<file path="config.mk">
export PLATFORM = sky130hd
export DESIGN_NAME = rbp_ctrl
export DESIGN_NICKNAME = d
export VERILOG_FILES = /design/src/rtl/rbp_pkg.sv /design/src/rtl/rbp_gap.sv /design/src/rtl/rbp_rdpipe.sv /design/src/rtl/rbp_shadow.sv /design/src/rtl/rbp_ctrl.sv
export SDC_FILE = /design/constraint.sdc
export NUM_CORES = 1
export LEC_CHECK = 0
export ABC_AREA = 0
export BUFFER_PORTS_ARGS = -buffer_cell sky130_fd_sc_hd__buf_2
export CAP_MARGIN = 25
export CORE_MARGIN = 10
export CORE_UTILIZATION = 40
export CTS_BUF_LIST = sky130_fd_sc_hd__clkbuf_16
export CTS_CLUSTER_SIZE = 30
export DETAILED_ROUTE_END_ITERATION = 10
export GPL_TIMING_DRIVEN = 0
export PLACE_DENSITY_LB_ADDON = 0.3
export SLEW_MARGIN = 20
export SYNTH_ARGS = -nofsm -noshare
export SYNTH_HDL_FRONTEND = slang
export SYNTH_HIERARCHICAL = 1
export SYNTH_SLANG_ARGS = --single-unit
export TNS_END_PERCENT = 20
</file>
<file path="constraint.sdc">
create_clock -name clk -period 1.86 [get_ports clk]
set_input_delay 0.186 -clock clk [delete_from_list [all_inputs] [get_ports clk]]
set_output_delay 0.186 -clock clk [all_outputs]
set_load 0.005 [all_outputs]
</file>
<file path="src/rtl/rbp_pkg.sv">
package rbp_pkg;

   typedef enum logic [2:0] {
      CMD_NOP = 3'd0,
      CMD_ACT = 3'd1,
      CMD_RD  = 3'd2,
      CMD_WR  = 3'd3,
      CMD_PRE = 3'd4
   } rbp_cmd_e;

   // time in picoseconds to whole clock cycles, rounded up
   function automatic int ps2cyc(input int ps, input int clk_ps);
      return (ps + clk_ps - 1) / clk_ps;
   endfunction

endpackage

</file>
<file path="src/rtl/rbp_gap.sv">
module rbp_gap #(
   parameter int GAP = 1
) (
   input  logic clk,
   input  logic rst_n,
   input  logic start,
   output logic clear
);
   localparam int CW = (GAP > 1) ? $clog2(GAP) : 1;

   if (GAP < 1) begin : g_bad_gap
      $error("rbp_gap: GAP must be at least one cycle");
   end

   logic [CW-1:0] cnt;

   always_ff @(posedge clk) begin
      if (!rst_n)          cnt <= '0;
      else if (start)      cnt <= CW'(GAP - 1);
      else if (cnt != '0)  cnt <= cnt - 1'b1;
   end

   assign clear = (cnt == '0);

   // a command right after the starting one is still held back
   a_r7_gap_hold: assert property (@(posedge clk) disable iff (!rst_n)
      (start && (GAP > 1)) |=> !clear);

endmodule

</file>
<file path="src/rtl/rbp_rdpipe.sv">
module rbp_rdpipe #(
   parameter int LAT = 1,
   parameter int DW  = 8
) (
   input  logic          clk,
   input  logic          rst_n,
   input  logic          in_v,
   input  logic [DW-1:0] in_d,
   output logic          out_v,
   output logic [DW-1:0] out_d
);
   if (LAT < 1) begin : g_bad_lat
      $error("rbp_rdpipe: LAT must be at least one");
   end

   logic [LAT-1:0] v;
   logic [DW-1:0]  d [LAT];

   always_ff @(posedge clk) begin
      if (!rst_n) begin
         v <= '0;
         for (int i = 0; i < LAT; i++) d[i] <= '0;
      end else begin
         v[0] <= in_v;
         d[0] <= in_d;
         for (int i = 1; i < LAT; i++) begin
            v[i] <= v[i-1];
            d[i] <= d[i-1];
         end
      end
   end

   assign out_v = v[LAT-1];
   assign out_d = d[LAT-1];

   if (LAT == 1) begin : g_chk1
      // one-stage pipe presents the word right after the accepting edge
      a_r2_read_lat: assert property (@(posedge clk) disable iff (!rst_n)
         in_v |=> (out_v && out_d == $past(in_d)));
   end

endmodule

</file>
<file path="src/rtl/rbp_shadow.sv">
module rbp_shadow #(
   parameter int RAW = 4,
   parameter int RW  = 32,
   parameter int PER = 3
) (
   input  logic           clk,
   input  logic           rst_n,
   input  logic           load,
   input  logic [RAW-1:0] load_row,
   input  logic [RW-1:0]  load_data,
   output logic           busy,
   output logic           done,
   output logic [RAW-1:0] sh_row,
   output logic [RW-1:0]  sh_data,
   output logic           wr_en
);
   localparam int CW = (PER > 1) ? $clog2(PER) : 1;
   localparam int AW = $clog2(PER + 2);

   if (PER < 1) begin : g_bad_per
      $error("rbp_shadow: PER must be at least one cycle");
   end

   logic          pend;
   logic [CW-1:0] cnt;
   logic          fire;

   assign fire = pend && (cnt == '0);

   always_ff @(posedge clk) begin
      if (!rst_n) begin
         pend    <= 1'b0;
         cnt     <= '0;
         sh_row  <= '0;
         sh_data <= '0;
         done    <= 1'b0;
      end else begin
         done <= fire;
         if (load) begin
            pend    <= 1'b1;
            cnt     <= CW'(PER - 1);
            sh_row  <= load_row;
            sh_data <= load_data;
         end else if (fire) begin
            pend <= 1'b0;
         end else if (pend) begin
            cnt <= cnt - 1'b1;
         end
      end
   end

   assign busy  = pend;
   assign wr_en = fire;

   // checker-side age counter for the persistence window
   logic [AW-1:0] chk_age;
   always_ff @(posedge clk) begin
      if (!rst_n)             chk_age <= '0;
      else if (load)          chk_age <= AW'(1);
      else if (pend && !fire) chk_age <= chk_age + 1'b1;
   end

   // array write lands exactly PER edges after the latest load
   a_r4_window: assert property (@(posedge clk) disable iff (!rst_n)
      wr_en |-> (chk_age == AW'(PER)));
   // a landed commit is followed by the persisted pulse
   a_r4_done_pulse: assert property (@(posedge clk) disable iff (!rst_n)
      wr_en |=> done);
   // a reload restarts the window, so no write lands on the next edge
   a_r5_restart: assert property (@(posedge clk) disable iff (!rst_n)
      (load && (PER > 1)) |=> (busy && !wr_en));

endmodule

</file>
<file path="src/rtl/rbp_ctrl.sv">
module rbp_ctrl import rbp_pkg::*; #(
   parameter int DW         = 8,
   parameter int COLS       = 4,
   parameter int ROW_AW     = 4,
   parameter int BANK_W     = 2,
   parameter int BANK_ID    = 1,
   parameter int CLK_PS     = 20000,
   parameter int T_RCD_PS   = 23000,
   parameter int T_AA_PS    = 13500,
   parameter int T_RAS_PS   = 32000,
   parameter int T_RP_PS    = 14250,
   parameter int T_WR_PS    = 23000,
   parameter int T_PER_PS   = 46250,
   localparam int COL_W     = (COLS > 1) ? $clog2(COLS) : 1,
   localparam int RW        = COLS * DW
) (
   input  logic              clk,
   input  logic              rst_n,
   input  logic [2:0]        cmd,
   input  logic [BANK_W-1:0] cmd_bank,
   input  logic [ROW_AW-1:0] cmd_row,
   input  logic [COL_W-1:0]  cmd_col,
   input  logic [DW-1:0]     wr_data,
   output logic              rd_valid,
   output logic [DW-1:0]     rd_data,
   output logic              cmd_err,
   output logic              busy,
   output logic              persisted,
   output logic              arr_rd_en,
   output logic [ROW_AW-1:0] arr_rd_row,
   input  logic [RW-1:0]     arr_rd_data,
   output logic              arr_wr_en,
   output logic [ROW_AW-1:0] arr_wr_row,
   output logic [RW-1:0]     arr_wr_data
);
   localparam int T_RCD = ps2cyc(T_RCD_PS, CLK_PS);
   localparam int T_AA  = ps2cyc(T_AA_PS,  CLK_PS);
   localparam int T_RAS = ps2cyc(T_RAS_PS, CLK_PS);
   localparam int T_RP  = ps2cyc(T_RP_PS,  CLK_PS);
   localparam int T_WR  = ps2cyc(T_WR_PS,  CLK_PS);
   localparam int T_PER = ps2cyc(T_PER_PS, CLK_PS);
   localparam int NGAP  = 4;
   localparam int GAPS [NGAP] = '{T_RCD, T_RAS, T_RP, T_WR};
   localparam int G_RCD = 0, G_RAS = 1, G_RP = 2, G_WR = 3;

   // elaboration-time parameter checks
   if (COLS < 2 || (1 << COL_W) != COLS) begin : g_bad_cols
      $error("rbp_ctrl: COLS must be a power of two, at least 2");
   end
   if (T_RCD < 2) begin : g_bad_rcd
      $error("rbp_ctrl: activate-to-column gap must be at least 2 cycles");
   end
   if (T_WR + T_RP + T_RCD <= T_PER) begin : g_bad_per
      $error("rbp_ctrl: commit could outlive its row (R8)");
   end
   if (BANK_ID >= (1 << BANK_W)) begin : g_bad_bank
      $error("rbp_ctrl: BANK_ID does not fit in BANK_W");
   end

   // command decode
   logic mine, is_act, is_rd, is_wr, is_pre;
   assign mine   = (cmd_bank == BANK_W'(BANK_ID));
   assign is_act = mine && (cmd == CMD_ACT);
   assign is_rd  = mine && (cmd == CMD_RD);
   assign is_wr  = mine && (cmd == CMD_WR);
   assign is_pre = mine && (cmd == CMD_PRE);

   // bank state
   logic              open_q;
   logic [ROW_AW-1:0] open_row;
   logic [RW-1:0]     rowbuf;
   logic              load_q, fwd_q;
   logic [RW-1:0]     newrow;
   logic [DW-1:0]     col_word;

   // timing gaps
   logic [NGAP-1:0] gap_start, gap_clear;
   logic act_go, rd_go, wr_go, pre_go, col_ok, err;

   for (genvar g = 0; g < NGAP; g++) begin : g_gap
      rbp_gap #(.GAP(GAPS[g])) u_gap (
         .clk   (clk),
         .rst_n (rst_n),
         .start (gap_start[g]),
         .clear (gap_clear[g])
      );
   end

   assign col_ok = open_q && gap_clear[G_RCD];
   assign act_go = is_act && !open_q && gap_clear[G_RP];
   assign rd_go  = is_rd && col_ok;
   assign wr_go  = is_wr && col_ok;
   assign pre_go = is_pre && open_q && gap_clear[G_RAS] && gap_clear[G_WR];
   assign err    = (is_act && !act_go) || (is_rd && !rd_go) ||
                   (is_wr && !wr_go) || (is_pre && open_q && !pre_go);

   assign gap_start[G_RCD] = act_go;
   assign gap_start[G_RAS] = act_go;
   assign gap_start[G_RP]  = pre_go;
   assign gap_start[G_WR]  = wr_go;

   assign col_word = rowbuf[int'(cmd_col)*DW +: DW];

   always_comb begin
      newrow = rowbuf;
      newrow[int'(cmd_col)*DW +: DW] = wr_data;
   end

   // shadow buffer and commit engine
   logic [ROW_AW-1:0] sh_row;
   logic [RW-1:0]     sh_data;

   rbp_shadow #(.RAW(ROW_AW), .RW(RW), .PER(T_PER)) u_shadow (
      .clk       (clk),
      .rst_n     (rst_n),
      .load      (wr_go),
      .load_row  (open_row),
      .load_data (newrow),
      .busy      (busy),
      .done      (persisted),
      .sh_row    (sh_row),
      .sh_data   (sh_data),
      .wr_en     (arr_wr_en)
   );

   assign arr_wr_row  = sh_row;
   assign arr_wr_data = sh_data;
   assign arr_rd_en   = act_go;
   assign arr_rd_row  = cmd_row;

   always_ff @(posedge clk) begin
      if (!rst_n) begin
         open_q   <= 1'b0;
         open_row <= '0;
         rowbuf   <= '0;
         load_q   <= 1'b0;
         fwd_q    <= 1'b0;
         cmd_err  <= 1'b0;
      end else begin
         cmd_err <= err;
         load_q  <= act_go;
         if (act_go) begin
            open_q   <= 1'b1;
            open_row <= cmd_row;
            fwd_q    <= busy && (sh_row == cmd_row);
         end
         if (pre_go) open_q <= 1'b0;
         if (load_q)     rowbuf <= fwd_q ? sh_data : arr_rd_data;
         else if (wr_go) rowbuf <= newrow;
      end
   end

   rbp_rdpipe #(.LAT(T_AA), .DW(DW)) u_rdpipe (
      .clk   (clk),
      .rst_n (rst_n),
      .in_v  (rd_go),
      .in_d  (col_word),
      .out_v (rd_valid),
      .out_d (rd_data)
   );

   // the array is read only on an activate aimed at this bank
   a_r10_rd_on_act: assert property (@(posedge clk) disable iff (!rst_n)
      arr_rd_en |-> (cmd == CMD_ACT && mine));
   // a column command to a closed bank is reported
   a_r7_closed_col: assert property (@(posedge clk) disable iff (!rst_n)
      ((is_rd || is_wr) && !open_q) |=> cmd_err);
   // an accepted activate leaves the bank open
   a_r1_opens: assert property (@(posedge clk) disable iff (!rst_n)
      arr_rd_en |=> open_q);
   // any pending commit belongs to the open row when a write is accepted
   a_r8_same_row: assert property (@(posedge clk) disable iff (!rst_n)
      (wr_go && busy) |-> (sh_row == open_row));
   // a foreign-bank command never raises an error
   a_r9_foreign: assert property (@(posedge clk) disable iff (!rst_n)
      (cmd != CMD_NOP && !mine) |=> !cmd_err);

endmodule

</file>
==> out/metrics.csv <==
stage;metric;value;unit
clock_tree;Num CTS Buffers;9;
worst_setup_path;reg2reg start;open_q;
timing;fmax;624.1;MHz
worst_hold_path;Hold Startpoint;cmd_row[3];
worst_setup_path;critical path class;flip-flop to flip-flop;
logic_synthesis;Mapped Cells;523;
global_route;Total GRT Usage;16.45;%
global_route;largest net degree at the start of global routing;20;
routing;DRT iter0 DRCs;238;
routing;First-pass DRT Iterations;4;
power_and_ir_drop;Logic pwr share;7.0;%
power_and_ir_drop;LEAKAGE;0.002419;µW
routing;routed vias;3936;
logic_synthesis;Ys Warns;6;
worst_setup_path;CP endpoint kind;flip-flop;
timing;final hold slack;124.3;ps
worst_setup_path;Data arrival, critical path;1840;ps
routing;Routed WL per cell;17.24;µm
global_route;vias in the first global route;4072;
clock_tree;Post-CTS Setup Bufs;0;
die;IO Count;107;
finish;fin util;48.63;%
power_and_ir_drop;P per Cell Area;671.8;mW/mm²
logic_synthesis;top-count cell post-synth;nand2_1;
placed_design;gpl congestion;0.8501;
worst_setup_path;CP Launch Point;open_q;
worst_setup_path;Required @ worst endpoint;2090;ps
logic_synthesis;Async S/R FF share, synth;0;%
global_route;first-pass GRT wire length;21640;µm
logic_synthesis;sequential share of the synthesized area;38.39;%
status;status;complete, no violations;
worst_hold_path;WHS Endpoint;open_row[3];
timing;Tmin final;1602;ps
logic_synthesis;Mapped Area;0.004850;mm²
clock_tree;insertion delay to the later sink of the worst-skew pair;350;ps
logic_synthesis;synth top area cells;dfxtp_1 (38%), mux2i_1 (15%), nand2_1 (7.7%);
die;die width;130.1;µm
global_route;GRT overflow;0;
worst_setup_path;FF-to-FF path depth;7;
worst_hold_path;worst min path class;input pin to flip-flop;
timing;Final Slew Violations;0;
worst_setup_path;Reg2Reg Setup Slack;260;ps
die;Core Area;0.01196;mm²
die;Starting Density;40.54;%
worst_setup_path;CP cell instances;and3_4 > and2_2 > buf_4 > buf_12 > buf_12 > mux2i_1 > nor2b_1;
worst_setup_path;RR Endpoint;u_shadow/sh_data[3];
logic_synthesis;Synth area leader;dfxtp_1;
worst_setup_path;crit-path max FO;10;
clock_tree;TritonCTS clock tree;built;
worst_setup_path;critical path's most frequent cell;buf_12;
power_and_ir_drop;Final Power;3908;µW
global_route;initial antenna violation count;0;
logic_synthesis;flops & latches, synth;93;
worst_setup_path;CP Launch Type;flip-flop;
worst_hold_path;Hold Path Stages;3;
clock_tree;clock slew at reported path FFs;60;ps
logic_synthesis;Yosys top cell area share;38.39;%
clock_tree;hold buffer count at cts;0;
clock_tree;root buf cell;clkbuf_16;
die;Die ar.;0.01693;mm²
finish;ratio of cells with drive above 1 in the final layout;26.28;%
power_and_ir_drop;Peak supply drop;0.3531;mV
clock_tree;Post-CTS Resized;0;
clock_tree;Clock Path Buffers;2;
timing;Setup TNS;0;ps
worst_setup_path;CP max stage cell;dfxtp_1;
routing;# DRC;0;
worst_setup_path;Top delay family on crit path;simple AND/OR/NAND/NOR gates;
logic_synthesis;prevailing post-synth register cell;dfxtp_1;
placed_design;Port Buffers;106;
run;max-cap violations;0;
clock_tree;H-tree Lvls;3;
timing;RSZ-0062 raised after global routing;false;
routing;Routed WL;13620;µm
worst_setup_path;WP depth;7;
power_and_ir_drop;Internal;2999;µW
finish;ant diodes;0;
logic_synthesis;most frequent cells after synthesis;nand2_1 (99), dfxtp_1 (93), mux2i_1 (73), inv_1 (50), nor2b_1 (36);
finish;layout net count;698;
logic_synthesis;Synth cell types;45;
timing;final setup vio count;0;
timing;crit share post-route;86.15;%
logic_synthesis;Post-synth EDFFs;0;
timing;final hold viol count;0;
clock_tree;clock sink count;93;
worst_setup_path;worst stage delay on the critical path;410;ps
logic_synthesis;Syn Area/Cell;9.273;µm²
die;Die Ht;130.1;µm
timing;clock skew;8.796;ps
power_and_ir_drop;Psw;909.2;µW
die;site row count;40;
placed_design;DP Wirelength;10570;µm
routing;ANT nets after route;0;
routing;vias per cell;4.982;
power_and_ir_drop;switching part of the total;23.27;%
logic_synthesis;syn_nets;582;
worst_setup_path;Buf/Inv on CP;3;
finish;P&R area growth vs syn;19.94;%
power_and_ir_drop;Seq pwr share;51.1;%
power_and_ir_drop;Clock power frac;41.9;%
-- power groups by stage --
stage	Combinational, µW	Sequential (µW)	Clock (µW)
6_report	274	2000	1640
5_1_grt	303	1990	1750
4_1_cts	278	2000	1680
3_5_place_dp	277	2040	0
3_3_place_gp	274	2040	0
2_1_floorplan	151	2040	0
-- per-layer routing --
metal / vias up / share of wire, % / GRT usage (%)
li1: 2000 / - / -
met1: 1825 / 46 / 20.62
met2: 103 / 47 / 26.72
met3: 8 / 6.6 / 4.503
met4: 0 / 0.83 / 5.423
met5: - / 0 / 0
-- per-stage QoR --
step	worst slack, ps	area, µm²	cells
global route	92.36	5817	790
floorplan	162.5	4850	523
CTS	44.40	5821	791
finish	257.6	5817	790
global placement	-283.7	5564	776
detailed placement	-322.6	5564	776
-- worst register-to-register path, stage by stage (launching register included) --
cell and delay, ps:
dfxtp_1 410, and3_4 230, and2_2 150, buf_4 130, buf_12 140, buf_12 150, mux2i_1 210, nor2b_1 70
-- flip-flops by register name, indices dropped and copies added (netlist names) --
name              flops
cmd_err               1
fwd_q                 1
g_gap.u_gap/cnt       4
load_q                1
open_q                1
open_row              4
rowbuf               32
u_rdpipe/d            8
u_rdpipe/out_v        1
u_shadow/busy         1
u_shadow/cnt          2
u_shadow/done         1
u_shadow/sh_data     32
u_shadow/sh_row       4
-- layout make-up --
class	count	area (µm²)
sequential	93	1862
fill	1156	6145
clock buffer	9	225.2
buffer	38	301.5
timing repair buffer	106	530.5
multi-input combinational	340	2477
clock inverter	6	31.28
inverter	51	205.2
tap	147	183.9
-- kinds of logic (layout without fill, tap and decap cells) --
logic type                 count (synthesis)  in the layout  synth area share, %
adders and majority gates                  6              6                1.548
DFF                                       93             93                38.39
muxes                                     81             81                18.78
xor gates and xnor gates                   5              5               0.9032
AOI/OAI and AO/OA                         72             72                11.15
and+or+nand+nor                          175            175                18.63
other                                      1              1              0.07733
buffers and inverters                     90            210                10.53
-- how the worst max path moves through the flow --
stage / endpoint / slack, ps
after floorplan: u_shadow/sh_data[30] / 160
after global placement: u_shadow/sh_data[6] / -280
after detailed placement: u_shadow/sh_data[8] / -320
after CTS: u_shadow/sh_data[8] / 40
after global routing: u_shadow/sh_data[29] / 90
final: u_shadow/sh_data[3] / 260
-- cells in the final DEF (no fill, tap or decap), types with 8 or more instances in the layout --
cell / n
o211ai_1: 29
clkbuf_16: 9
nand2_1: 99
mux2i_1: 73
mux4_2: 8
and2_1: 13
o22ai_1: 31
inv_1: 50
buf_4: 8
nor2b_1: 36
buf_2: 116
dfxtp_1: 93
No activity file was read; power rests on OpenSTA's default activity.
